<file path="src/rtl/dmem_slot_ctrl.sv">
module dmem_slot_ctrl #(
  parameter int DOTS      = 7,
  parameter int HOST_DOTS = 4,
  parameter int LOAD_DOT  = 1,
  parameter int AW        = 10,
  parameter int DW        = 8
) (
  input  logic          clk,
  input  logic          rst_n,
  input  logic          host_rd,
  input  logic          host_wr,
  input  logic          host_ld,
  input  logic [AW-1:0] host_addr,
  input  logic [DW-1:0] host_wdata,
  output logic [DW-1:0] host_rdata,
  output logic          host_ready,
  input  logic [AW-1:0] vid_addr,
  output logic          vctr_oe,
  output logic          mem_cs,
  output logic          mem_we,
  output logic [AW-1:0] mem_addr,
  output logic [DW-1:0] mem_wdata,
  input  logic [DW-1:0] mem_rdata,
  output logic [AW-1:0] reg_bus,
  output logic          reg_bus_oe,
  output logic          reg_load,
  output logic [1:0]    reg_sel
);

  localparam int CW = $clog2(DOTS);
  localparam logic [CW-1:0] LAST_DOT = CW'(DOTS - 1);
  localparam logic [CW-1:0] WIN_LAST = CW'(HOST_DOTS - 1);
  localparam logic [CW-1:0] VID_FIRST = CW'(HOST_DOTS);
  localparam logic [CW-1:0] STROBE_DOT = CW'(LOAD_DOT);

  typedef enum logic [1:0] {OP_RD, OP_WR, OP_LD} op_e;

  logic [CW-1:0] dot_q;
  logic          pend_q, act_q, rdy_q;
  op_e           op_q;
  logic [AW-1:0] addr_q;
  logic [DW-1:0] wdata_q, rdata_q;

  wire any_req    = host_rd | host_wr | host_ld;
  wire take       = any_req & ~pend_q & ~rdy_q;
  wire period_end = (dot_q == LAST_DOT);
  wire win_end    = act_q & (dot_q == WIN_LAST);
  wire host_mem   = act_q & (op_q != OP_LD);

  op_e op_nxt;
  always_comb begin
    if (host_wr)      op_nxt = OP_WR;
    else if (host_rd) op_nxt = OP_RD;
    else              op_nxt = OP_LD;
  end

  always_ff @(posedge clk or negedge rst_n) begin
    if (!rst_n) dot_q <= '0;
    else        dot_q <= period_end ? '0 : dot_q + CW'(1);
  end

  always_ff @(posedge clk or negedge rst_n) begin
    if (!rst_n) begin
      pend_q  <= 1'b0;
      op_q    <= OP_RD;
      addr_q  <= '0;
      wdata_q <= '0;
    end else if (take) begin
      pend_q  <= 1'b1;
      op_q    <= op_nxt;
      addr_q  <= host_addr;
      wdata_q <= host_wdata;
    end else if (win_end) begin
      pend_q  <= 1'b0;
    end
  end

  always_ff @(posedge clk or negedge rst_n) begin
    if (!rst_n)          act_q <= 1'b0;
    else if (period_end) act_q <= pend_q | take;
    else if (win_end)    act_q <= 1'b0;
  end

  always_ff @(posedge clk or negedge rst_n) begin
    if (!rst_n) begin
      rdy_q   <= 1'b0;
      rdata_q <= '0;
    end else if (win_end) begin
      rdy_q <= 1'b1;
      if (op_q == OP_RD) rdata_q <= mem_rdata;
    end else if (rdy_q && !any_req) begin
      rdy_q <= 1'b0;
    end
  end

  assign vctr_oe    = (dot_q >= VID_FIRST);
  assign mem_cs     = vctr_oe | host_mem;
  assign mem_we     = host_mem & (op_q == OP_WR);
  assign mem_addr   = host_mem ? addr_q : vid_addr;
  assign mem_wdata  = wdata_q;
  assign reg_bus    = addr_q;
  assign reg_bus_oe = act_q & (op_q == OP_LD);
  assign reg_sel    = wdata_q[1:0];
  assign reg_load   = reg_bus_oe & (dot_q == STROBE_DOT) & (wdata_q[1:0] != 2'b11);
  assign host_rdata = rdata_q;
  assign host_ready = rdy_q;

endmodule

</file>
<file path="config.mk">
export PLATFORM = sky130hd
export DESIGN_NAME = dmem_slot_ctrl
export DESIGN_NICKNAME = d
export VERILOG_FILES = /design/src/rtl/dmem_slot_ctrl.sv
export SDC_FILE = /design/constraint.sdc
export NUM_CORES = 1
export LEC_CHECK = 0
export BUFFER_PORTS_ARGS = -buffer_cell sky130_fd_sc_hd__buf_2
export CORE_AREA = 2 2 61 63
export CTS_CLUSTER_DIAMETER = 50
export DETAILED_ROUTE_END_ITERATION = 10
export DIE_AREA = 0 0 63 65
export PLACE_DENSITY = 0.81
export SYNTH_ARGS = -nofsm -noshare
export SYNTH_HDL_FRONTEND = slang
export SYNTH_SLANG_ARGS = --single-unit
</file>
<file path="constraint.sdc">
create_clock -name clk -period 3.13 [get_ports clk]
set_input_delay 0.1565 -clock clk [delete_from_list [all_inputs] [get_ports clk]]
set_output_delay 0.1565 -clock clk [all_outputs]
set_load 0.05 [all_outputs]
</file>
# After elaboration in Yosys (flattened, before gate mapping)
# Index checks and enable logic that the tools add are counted.
op_classes:
  addsub: 1
  n_lt_le_gt_ge: 1
  n_eq_ne: 7
  mux: 9
  n_bitwise: 14
  n_reduce_logical: 7
ops:
  columns: ["operator", "count"]
  rows:
  - ["10-bit 2-to-1 mux", 1]
  - ["1-bit AND", 8]
  - ["2-bit nonzero test", 3]
  - ["1-bit 2-to-1 mux", 5]
  - ["2-bit 2-to-1 mux", 2]
  - ["2-bit != test (second input constant)", 2]
  - ["1-bit OR", 4]
  - ["3-bit by 1-bit adder with 3-bit output (second input constant)", 1]
  - ["3-bit by 1-bit equality test with 1-bit output (second input constant)", 1]
  - ["3-bit by 2-bit equality test with 1-bit output (second input constant)", 1]
  - ["3-bit equality test (second input constant)", 1]
  - ["3-bit >= comparator (second input constant)", 1]
  - ["3-bit 2-to-1 mux", 1]
  - ["2-bit by 1-bit equality test with 1-bit output (second input constant)", 1]
  - ["2-bit equality test (second input constant)", 1]
  - ["2-bit zero test", 1]
  - ["1-bit NOT", 2]
  - ["2-bit AND reduction", 1]
  - ["1-bit logical AND", 1]
  - ["1-bit zero test", 1]
word_totals:
  reg_bits: 34
  inputBits: 41
  output_inout_bits: 44
  wordCells: 47

# Longest topological paths before layout
# Gate-level depths: netlist of the first run.
depth:
  ltp_word: 6
  ltp_mapped: 5
  depth_no_buf: 5

# Least setup slack after synthesis of the first run
# OpenSTA, ideal clock, no wires.
synth_path:
  path_kind: "register to output"
  start: "reg op_q[1]"
  end: "out reg_load"
  arrival_time_ps: 2174
  required_time_ps: 2974
  path_slack_ps: 800
  stages_incl_launch_ff: 4
  path_buffers: 0
  cell_sequence: "dfrtp_1 > inv_1 > nor3_1 > and3_1"
synth_via:
  elab_chain_len: 4
synth_rtl:
  columns: ["item", "line_no", "text"]
  rows:
  - ["from (decl)", "40", "op_e op_q;"]
  - ["from (signal assigned)", "70", "op_q <= op_nxt;"]
  - ["2-bit equality test", "102", "assign reg_bus_oe = act_q & (op_q == OP_LD);"]
  - ["1-bit AND", "102", null]
  - ["net reg_bus_oe", "25", "output logic reg_bus_oe,"]
  - ["1-bit AND (2 in series)", "104", "assign reg_load = reg_bus_oe & (dot_q == STROBE_DOT) & (wdata_q[1:0] != 2'b11);"]
  - ["to (decl)", "26", "output logic reg_load,"]
# The timed path passes the listed nets, and every way through them passes these cells.

# Worst setup path in the final report of the first run
layout_path:
  start: "reg op_q[1]"
  end: "out mem_addr[9]"
layout_via:
  elab_chain_len: 3
layout_rtl:
  columns: ["item", "line_no", "text"]
  rows:
  - ["2-bit != test", "48", "wire host_mem = act_q & (op_q != OP_LD);"]
  - ["1-bit AND", "48", null]
  - ["10-bit 2-to-1 mux", "99", "assign mem_addr = host_mem ? addr_q : vid_addr;"]
  - ["to (decl)", "21", "output logic [AW-1:0] mem_addr,"]
# Every way passes these cells.

==> impl_metrics.csv, run 1 <==
group,metric,value,unit
routing,drtIter0Drc,50,
timing,fin_crit_sh,0.612,
logic_synthesis,synth_nets,150,
run_status,status,"completed",
timing,hold-worst-slack,0.0411,ns
floorplan,die_y,65,µm
cts,cts_setup_buffers,0,
cts,clockBufferDepth,2,
min_path,hold_class,"in2reg",
run,maxCapViolations,0,
setup_path,worstRegToRegCells,5,
final_layout,synthToLayoutAreaGrowth,33.0,%
min_path,min_path_cells,2,
routing,vias,1143,
logic_synthesis,synth_edf_count,0,
logic_synthesis,ys_types,23,
min_path,worstHoldStart,"host_addr[2]",
cts,cts_hold_buf,1,
timing,rsz0062_at_grt,"false",
logic_synthesis,synth_cells,108,
cts,cts_buffers,5,
logic_synthesis,synth_area,1560,µm²
setup_path,critPathLaunch,"op_q[1]",
floorplan,initial_core_util,0.445,
cts,clock_latency,0.33,ns
final_layout,fillers,310,
grt,grt_pass1_wl,4.90,mm
routing,drc_errors,0,
setup_path,cp-end-kind,"primary output",
setup_path,path_delay_family,"buffers and inverters",
setup_path,path_max_fanout,11,
cts,cts_resized,0,
cts,cts_sinks,34,
cts,clk_pin_slew,0.11,ns
floorplan,row_count,22,
final_layout,drive_gt1_frac,0.668,
timing,worstMarginPinSlew,0.728,ns
floorplan,dieArea,4100,µm²
timing,hold_viol,0,
logic_synthesis,ys_warn_count,0,
floorplan,die-width,63,µm
setup_path,reg2reg_slack,1.38,ns
setup_path,crit_type,"reg2out",
cts,cts_root_buffer,"clkbuf_4",
routing,wl_per_cell,12.9,µm
timing,setup_viol,0,
setup_path,max_stage_delay,0.44,ns
setup_path,worstPathRequired,2.97,ns
setup_path,regToRegEndpoint,"host_rdata[0]",
routing,dr.pass1.iters,4,
grt,grt_max_degree,35,
cts,cts_tree,"built",
grt,antenna_found_initial,0,
grt,grt-ovfl-total,0,
placed_design,dp_hpwl,2.33,mm
final_layout,n_antenna_cell,0,
timing,finalMaxSlewViolations,0,
floorplan,core_area,3500,µm²
routing,drt-vias-per-instance,4.68,
logic_synthesis,synth-seq-area-share,0.547,
floorplan,ios,85,
setup_path,cp_num_buf_inv,3,
timing,clock_skew,0.00730,ns
placed_design,gp_congestion,0.800,
routing,ant_nets,0,
setup_path,r2r_start,"dot_q[2]",
timing,slew-limit-headroom,0.515,
final_layout,nets,237,
cts,htree_levels,2,
logic_synthesis,synth.avg_cell_area,14.4,µm²
timing,fin_crit,1.92,ns
logic_synthesis,async_flop_share,1.00,
logic_synthesis,synthFlopType,"dfrtp_1",
placed_design,numPortBuffers,84,
grt,grt_use_total,0.159,
setup_path,slowest_stage,"dfrtp_1",
timing,setup_tns,0,ns
min_path,hold_end,"reg_bus[2]",
grt,grt_pass1_vias,1060,
setup_path,cp.depth,5,
setup_path,cp_cell_sequence,"inv_1, o21ai_1, buf_4, mux2_2, buf_2",
routing,finalWirelength,3.14,mm
logic_synthesis,synth-seq-cells,34,
setup_path,cp.arrival,1.76,ns
timing,fmax,522,MHz
setup_path,start_kind,"flip-flop",
## cell usage after synthesis, types with 2 or more instances
library cell | n | area share
a21oi_1 | 4 | 0.013
buf_4 | 3 | 0.014
mux2_4 | 17 | 0.16
buf_6 | 2 | 0.014
nand2b_1 | 2 | 0.0080
nand2_1 | 4 | 0.0096
mux2_2 | 19 | 0.14
o21ai_0 | 5 | 0.016
nor3_1 | 2 | 0.0064
inv_1 | 4 | 0.0096
dfrtp_1 | 34 | 0.55
## state kept, by name, indices dropped and copies added, names as in the netlist
| register | count |
|---|---|
| op_q | 2 |
| host_ready | 1 |
| mem_wdata | 8 |
| pend_q | 1 |
| reg_bus | 10 |
| act_q | 1 |
| dot_q | 3 |
| host_rdata | 8 |
## layer usage
layer	wire length, µm	share of wire	global-route usage	vias to the layer above
met5	0	0	0	-
met4	64	0.020	0.0833	0
met3	230	0.073	0.0486	6
met2	1580	0.50	0.270	54
met1	1270	0.41	0.181	536
li1	-	-	-	547
## cells by family (layout without fill, tap and decap cells)
family | after synthesis | after routing | share of synthesized area
simple gates | 15 | 15 | 0.0539
fa+ha+maj | 1 | 1 | 0.00804
flops | 34 | 34 | 0.547
mux | 36 | 36 | 0.301
compound gates | 12 | 12 | 0.0490
buf+inv | 10 | 98 | 0.0410
## stage by stage
stage	area [µm²]	instances	util	setup WS, ns
3_5_place_dp	2000	235	0.571	1.38
3_3_place_gp	2000	235	0.571	1.41
2_1_floorplan	1560	108	-	0.800
5_1_grt	2070	244	0.592	1.11
4_1_cts	2070	244	0.592	1.20
6_report	2070	244	0.592	1.21
## final cells by class
type	instances	area [µm²]	share of cell area
Timing Repair Buffer	86	438	0.212
Multi-Input combinational cell	64	642	0.310
Inverter	4	15.0	0.00726
Tap cell	48	60.1	0.0290
Clock buffer	6	51.3	0.0248
Sequential cell	34	851	0.411
Clock inverter	2	12.5	0.00605
## worst max path at each step
stage	to
5_1_grt	mem_addr[9]
3_3_place_gp	host_rdata[1]
2_1_floorplan	reg_load
3_5_place_dp	host_rdata[0]
4_1_cts	mem_addr[9]
6_report	mem_addr[9]
## layout by cell type (no fill, tap or decap), types with 2 or more instances in the layout
cell type  netlist  layout
a21oi_1          4       4
buf_2            0      84
clkbuf_4         0       5
dfrtp_1         34      34
inv_1            4       4
mux2_2          19      19
mux2_4          17      17
nand2_1          4       4
nand2b_1         2       2
nor3_1           2       2
o21ai_0          5       4
Power of run 1 is not shown: default switching activity piles up to over one toggle a cycle in this logic, so the estimate is an artifact.
==> inputs of run 2 (changes only) <==
--- a/config.mk
+++ b/config.mk
@@ -6,11 +6,11 @@
 export NUM_CORES = 1
 export LEC_CHECK = 0
 export BUFFER_PORTS_ARGS = -buffer_cell sky130_fd_sc_hd__buf_2
-export CORE_AREA = 2 2 61 63
+export CORE_AREA = 2 2 66 68
 export CTS_CLUSTER_DIAMETER = 50
 export DETAILED_ROUTE_END_ITERATION = 10
-export DIE_AREA = 0 0 63 65
-export PLACE_DENSITY = 0.81
+export DIE_AREA = 0 0 68 70
+export PLACE_DENSITY = 0.74
 export SYNTH_ARGS = -nofsm -noshare
 export SYNTH_HDL_FRONTEND = slang
 export SYNTH_SLANG_ARGS = --single-unit
==> constraint.sdc (replaced) <==
create_clock -name clk -period 1.6 [get_ports clk]
set_input_delay 0.08 -clock clk [delete_from_list [all_inputs] [get_ports clk]]
set_output_delay 0.08 -clock clk [all_outputs]
set_load 0.05 [all_outputs]
==> impl_metrics.csv, run 2 (synthesis gave the netlist of run 1 again) <==
group,metric,value,unit
setup_path,crit_type,"reg2out",
timing,clock_skew,0.00357,ns
setup_path,max_stage_delay,0.42,ns
cts,clockBufferDepth,2,
setup_path,cp.depth,4,
setup_path,path_delay_family,"flip-flops",
run_status,status,"finished, violations left",
timing,worstMarginPinSlew,0.748,ns
min_path,hold_class,"in2reg",
setup_path,worstPathRequired,1.52,ns
final_layout,layout_common_cells,"buf_2, dfrtp_1, mux2_4",
floorplan,core_area,4140,µm²
placed_design,numPortBuffers,84,
floorplan,initial_core_util,0.376,
setup_path,cp_common_cell,"buf_8",
min_path,min_path_cells,2,
final_layout,largest_reg_flops,10,
floorplan,die_y,70,µm
setup_path,r2r_start,"dot_q[1]",
routing,finalWirelength,3.61,mm
setup_path,reg2reg_slack,0.10,ns
final_layout,nets,249,
final_layout,multi_input_area,711,µm²
cts,clk_pin_slew,0.07,ns
run_status,violations,"setup timing",
grt,grt-ovfl-total,0,
timing,rsz0062_at_grt,"true",
cts,cts_tree,"built",
routing,drc_errors,0,
timing,setup_tns,-0.0878,ns
timing,finalMaxSlewViolations,0,
cts,cts_buffers,5,
final_layout,postLayoutCellArea,2390,µm²
grt,grt_pass1_wl,5.53,mm
floorplan,dieArea,4760,µm²
floorplan,ios,85,
timing,fin_crit_sh,1.01,
setup_path,regToRegEndpoint,"host_rdata[1]",
placed_design,dp_hpwl,2.49,mm
final_layout,n_antenna_cell,0,
cts,cts_sinks,34,
final_layout,final_cells,259,
routing,wl_per_cell,13.9,µm
setup_path,critPathLaunch,"op_q[0]",
timing,slew-limit-headroom,0.502,
setup_path,worstRegToRegCells,6,
routing,vias,1192,
floorplan,row_count,24,
timing,hold_viol,0,
routing,ant_nets,0,
grt,grt_use_total,0.157,
setup_path,path_max_fanout,7,
final_layout,register_area,851,µm²
final_layout,drive_gt1_frac,0.715,
setup_path,slowest_stage,"dfrtp_1",
grt,grt_max_degree,35,
routing,drt-vias-per-instance,4.60,
grt,antenna_found_initial,0,
placed_design,dpl_cell_area,2100,µm²
timing,fin_crit,1.62,ns
cts,htree_levels,2,
run,maxCapViolations,0,
timing,finalWorstSetupSlack,-0.0164,ns
final_layout,synthToLayoutAreaGrowth,53.6,%
grt,grt_pass1_vias,1165,
min_path,worstHoldStart,"host_addr[0]",
routing,drtIter0Drc,48,
setup_path,cp_cell_sequence,"o21ai_4, buf_8, mux2_4, buf_8",
setup_path,cp.arrival,1.54,ns
routing,dr.pass1.iters,4,
placed_design,gp_congestion,0.771,
cts,cts_root_buffer,"clkbuf_8",
setup_path,cp_num_buf_inv,2,
setup_path,critPathCapture,"mem_addr[8]",
placed_design,placedCellCount,248,
timing,hold-worst-slack,0.0321,ns
final_layout,fillers,352,
floorplan,die-width,68,µm
timing,fmax,619,MHz
cts,clock_latency,0.27,ns
setup_path,start_kind,"flip-flop",
final_layout,final_common_cell,"buf_2",
setup_path,cp-end-kind,"primary output",
timing,setup_viol,6,
run 2: cell type report:
cell class                      count  area share
Inverter                            4     0.00628
Clock inverter                      2     0.00419
Timing Repair Buffer               98       0.280
Multi-Input combinational cell     64       0.297
Clock buffer                        5      0.0288
Tap cell                           52      0.0272
Sequential cell                    34       0.356
run 2: worst register-to-register path, cell delays in order, from the launching register on:
cell and delay (ns):
dfrtp_1 0.34, and2_1 0.15, ha_2 0.19, nand2_2 0.07, nor3_2 0.11, buf_4 0.18
mux2_2 0.34
run 2: routing by layer:
layer,vias to the layer above,global-route usage,part of all wire
met5,-,0,0
met4,0,0.0667,0.0094
met3,2,0.0419,0.084
met2,56,0.259,0.50
met1,564,0.188,0.41
li1,570,-,-
run 2: worst min path at each step:
stage	end	slack, ns
after floorplan	act_q	-0.22
after global placement	host_rdata[0]	0.19
after detailed placement	host_rdata[7]	0.19
after CTS	reg_bus[3]	0.02
after global routing	reg_bus[5]	0.02
final	reg_bus[0]	0.03
run 2: stage by stage:
step | setup slack (ns) | utilization
floorplan | -0.0501 | -
global placement | 0.0834 | 0.508
detailed placement | 0.0423 | 0.508
CTS | -0.0457 | 0.572
global route | -0.0743 | 0.577
finish | -0.0164 | 0.577
run 2: what timing repair did:
| action | in CTS | in global routing |
|---|---|---|
| buffers inserted | 2 | 1 |
| endpoints found under the setup margin | 11 | 19 |
| hold buffers | 1 | 0 |
| pin swaps | 1 | 1 |
| hold endpoints to repair | 34 | 0 |
| gates resized for setup | 47 | 4 |
Power of run 2 is left out for the same reason.
==> inputs of run 3 (changes only) <==
--- a/config.mk
+++ b/config.mk
@@ -11,6 +11,7 @@
 export DETAILED_ROUTE_END_ITERATION = 10
 export DIE_AREA = 0 0 68 70
 export PLACE_DENSITY = 0.74
+export RECOVER_POWER = 25
 export SYNTH_ARGS = -nofsm -noshare
 export SYNTH_HDL_FRONTEND = slang
 export SYNTH_SLANG_ARGS = --single-unit
==> impl_metrics.csv, run 3 (synthesis gave the netlist of run 1 again) <==
group,metric,value,unit
cts,clock_latency,0.27,ns
timing,fmax,617,MHz
cts,cts_buffers,5,
setup_path,start_kind,"flip-flop",
grt,antenna_found_initial,0,
timing,setup_viol,6,
final_layout,layout_common_cells,"buf_2, dfrtp_1, mux2_4",
setup_path,path_max_fanout,7,
final_layout,largest_reg_flops,10,
floorplan,dieArea,4760,µm²
routing,vias,1189,
placed_design,dp_hpwl,2.49,mm
timing,finalWorstSetupSlack,-0.0195,ns
setup_path,cp_common_cell,"buf_8",
setup_path,crit_type,"reg2out",
setup_path,slowest_stage,"dfrtp_1",
timing,slew-limit-headroom,0.506,
setup_path,r2r_start,"dot_q[1]",
floorplan,initial_core_util,0.376,
setup_path,critPathLaunch,"op_q[0]",
setup_path,cp_cell_sequence,"o21ai_4, buf_8, mux2_4, buf_8",
cts,clockBufferDepth,2,
floorplan,core_area,4140,µm²
grt,grt_pass1_wl,5.53,mm
grt,grt_max_degree,35,
setup_path,cp.arrival,1.54,ns
timing,rsz0062_at_grt,"true",
cts,clk_pin_slew,0.07,ns
timing,worstMarginPinSlew,0.740,ns
run_status,status,"finished, violations left",
routing,drtIter0Drc,78,
setup_path,max_stage_delay,0.41,ns
final_layout,nets,249,
setup_path,worstPathRequired,1.52,ns
final_layout,fillers,369,
timing,finalMaxSlewViolations,0,
run,maxCapViolations,0,
routing,drc_errors,0,
timing,hold_viol,0,
run_status,violations,"setup timing",
final_layout,synthToLayoutAreaGrowth,50.9,%
floorplan,row_count,24,
setup_path,reg2reg_slack,0.08,ns
final_layout,final_common_cell,"buf_2",
cts,cts_root_buffer,"clkbuf_8",
min_path,worstHoldStart,"host_addr[0]",
timing,fin_crit,1.62,ns
setup_path,cp-end-kind,"primary output",
routing,dr.pass1.iters,4,
timing,fin_crit_sh,1.01,
placed_design,gp_congestion,0.771,
final_layout,drive_gt1_frac,0.594,
routing,ant_nets,0,
timing,clock_skew,0.00373,ns
placed_design,numPortBuffers,84,
cts,cts_tree,"built",
final_layout,postLayoutCellArea,2350,µm²
placed_design,dpl_cell_area,2100,µm²
routing,finalWirelength,3.64,mm
floorplan,die-width,68,µm
grt,grt_use_total,0.157,
floorplan,die_y,70,µm
final_layout,n_antenna_cell,0,
cts,cts_sinks,34,
floorplan,ios,85,
grt,grt_pass1_vias,1165,
cts,htree_levels,2,
routing,drt-vias-per-instance,4.59,
min_path,hold_class,"in2reg",
routing,wl_per_cell,14.0,µm
grt,grt-ovfl-total,0,
-- run 3: area by class of cell --
cell class	count	area, µm²	area share
Clock buffer	5	68.8	0.0293
Tap cell	52	65.1	0.0277
Multi-Input combinational cell	64	708	0.302
Inverter	4	15.0	0.00639
Clock inverter	2	10.0	0.00426
Timing Repair Buffer	98	631	0.269
Sequential cell	34	851	0.362
-- run 3: stage by stage --
stage / setup WS (ns) / util / setup TNS [ns] / hold slack [ns] / instances
floorplan: -0.0501 / - / -0.0501 / -0.216 / 108
detailed placement: 0.0423 / 0.508 / 0 / 0.195 / 248
CTS: -0.0457 / 0.572 / -0.293 / 0.0196 / 258
finish: -0.0195 / 0.567 / -0.106 / 0.0294 / 259
global placement: 0.0834 / 0.508 / 0 / 0.193 / 248
global route: -0.0743 / 0.567 / -0.650 / 0.0163 / 259
-- run 3: worst paths after layout --
check                           endpoint  cells past startpoint
max in group asynchronous     reg_bus[5]                      2
min in group asynchronous  host_rdata[7]                      2
setup reg to reg           host_rdata[1]                      6
setup / recovery             mem_addr[8]                      4
hold / removal                reg_bus[0]                      2
hold reg to reg            host_rdata[4]                      1
-- run 3: timing repair --
item,in CTS,in global routing
pin swaps,1,1
setup buffers,2,1
setup endpoints to repair,11,19
gates resized for setup,47,4
hold buffers,1,0
endpoints found under the hold margin,34,0
-- run 3: metal layers --
layer  track usage  up-vias  wire length, µm
met3        0.0419        5              303
met2         0.259       53             1820
met4        0.0667        0               42
li1              -      569                -
met5             0        -                0
met1         0.188      562             1470
-- run 3: worst max-delay path, delay by kind of cell, from the launching register on --
| family | cells | cell delay, ns |
|---|---|---|
| DFF | 1 | 0.41 |
| buffers and inverters | 2 | 0.33 |
| muxes | 1 | 0.32 |
| AOI/OAI and AO/OA | 1 | 0.20 |
Power of run 3 is left out for the same reason.
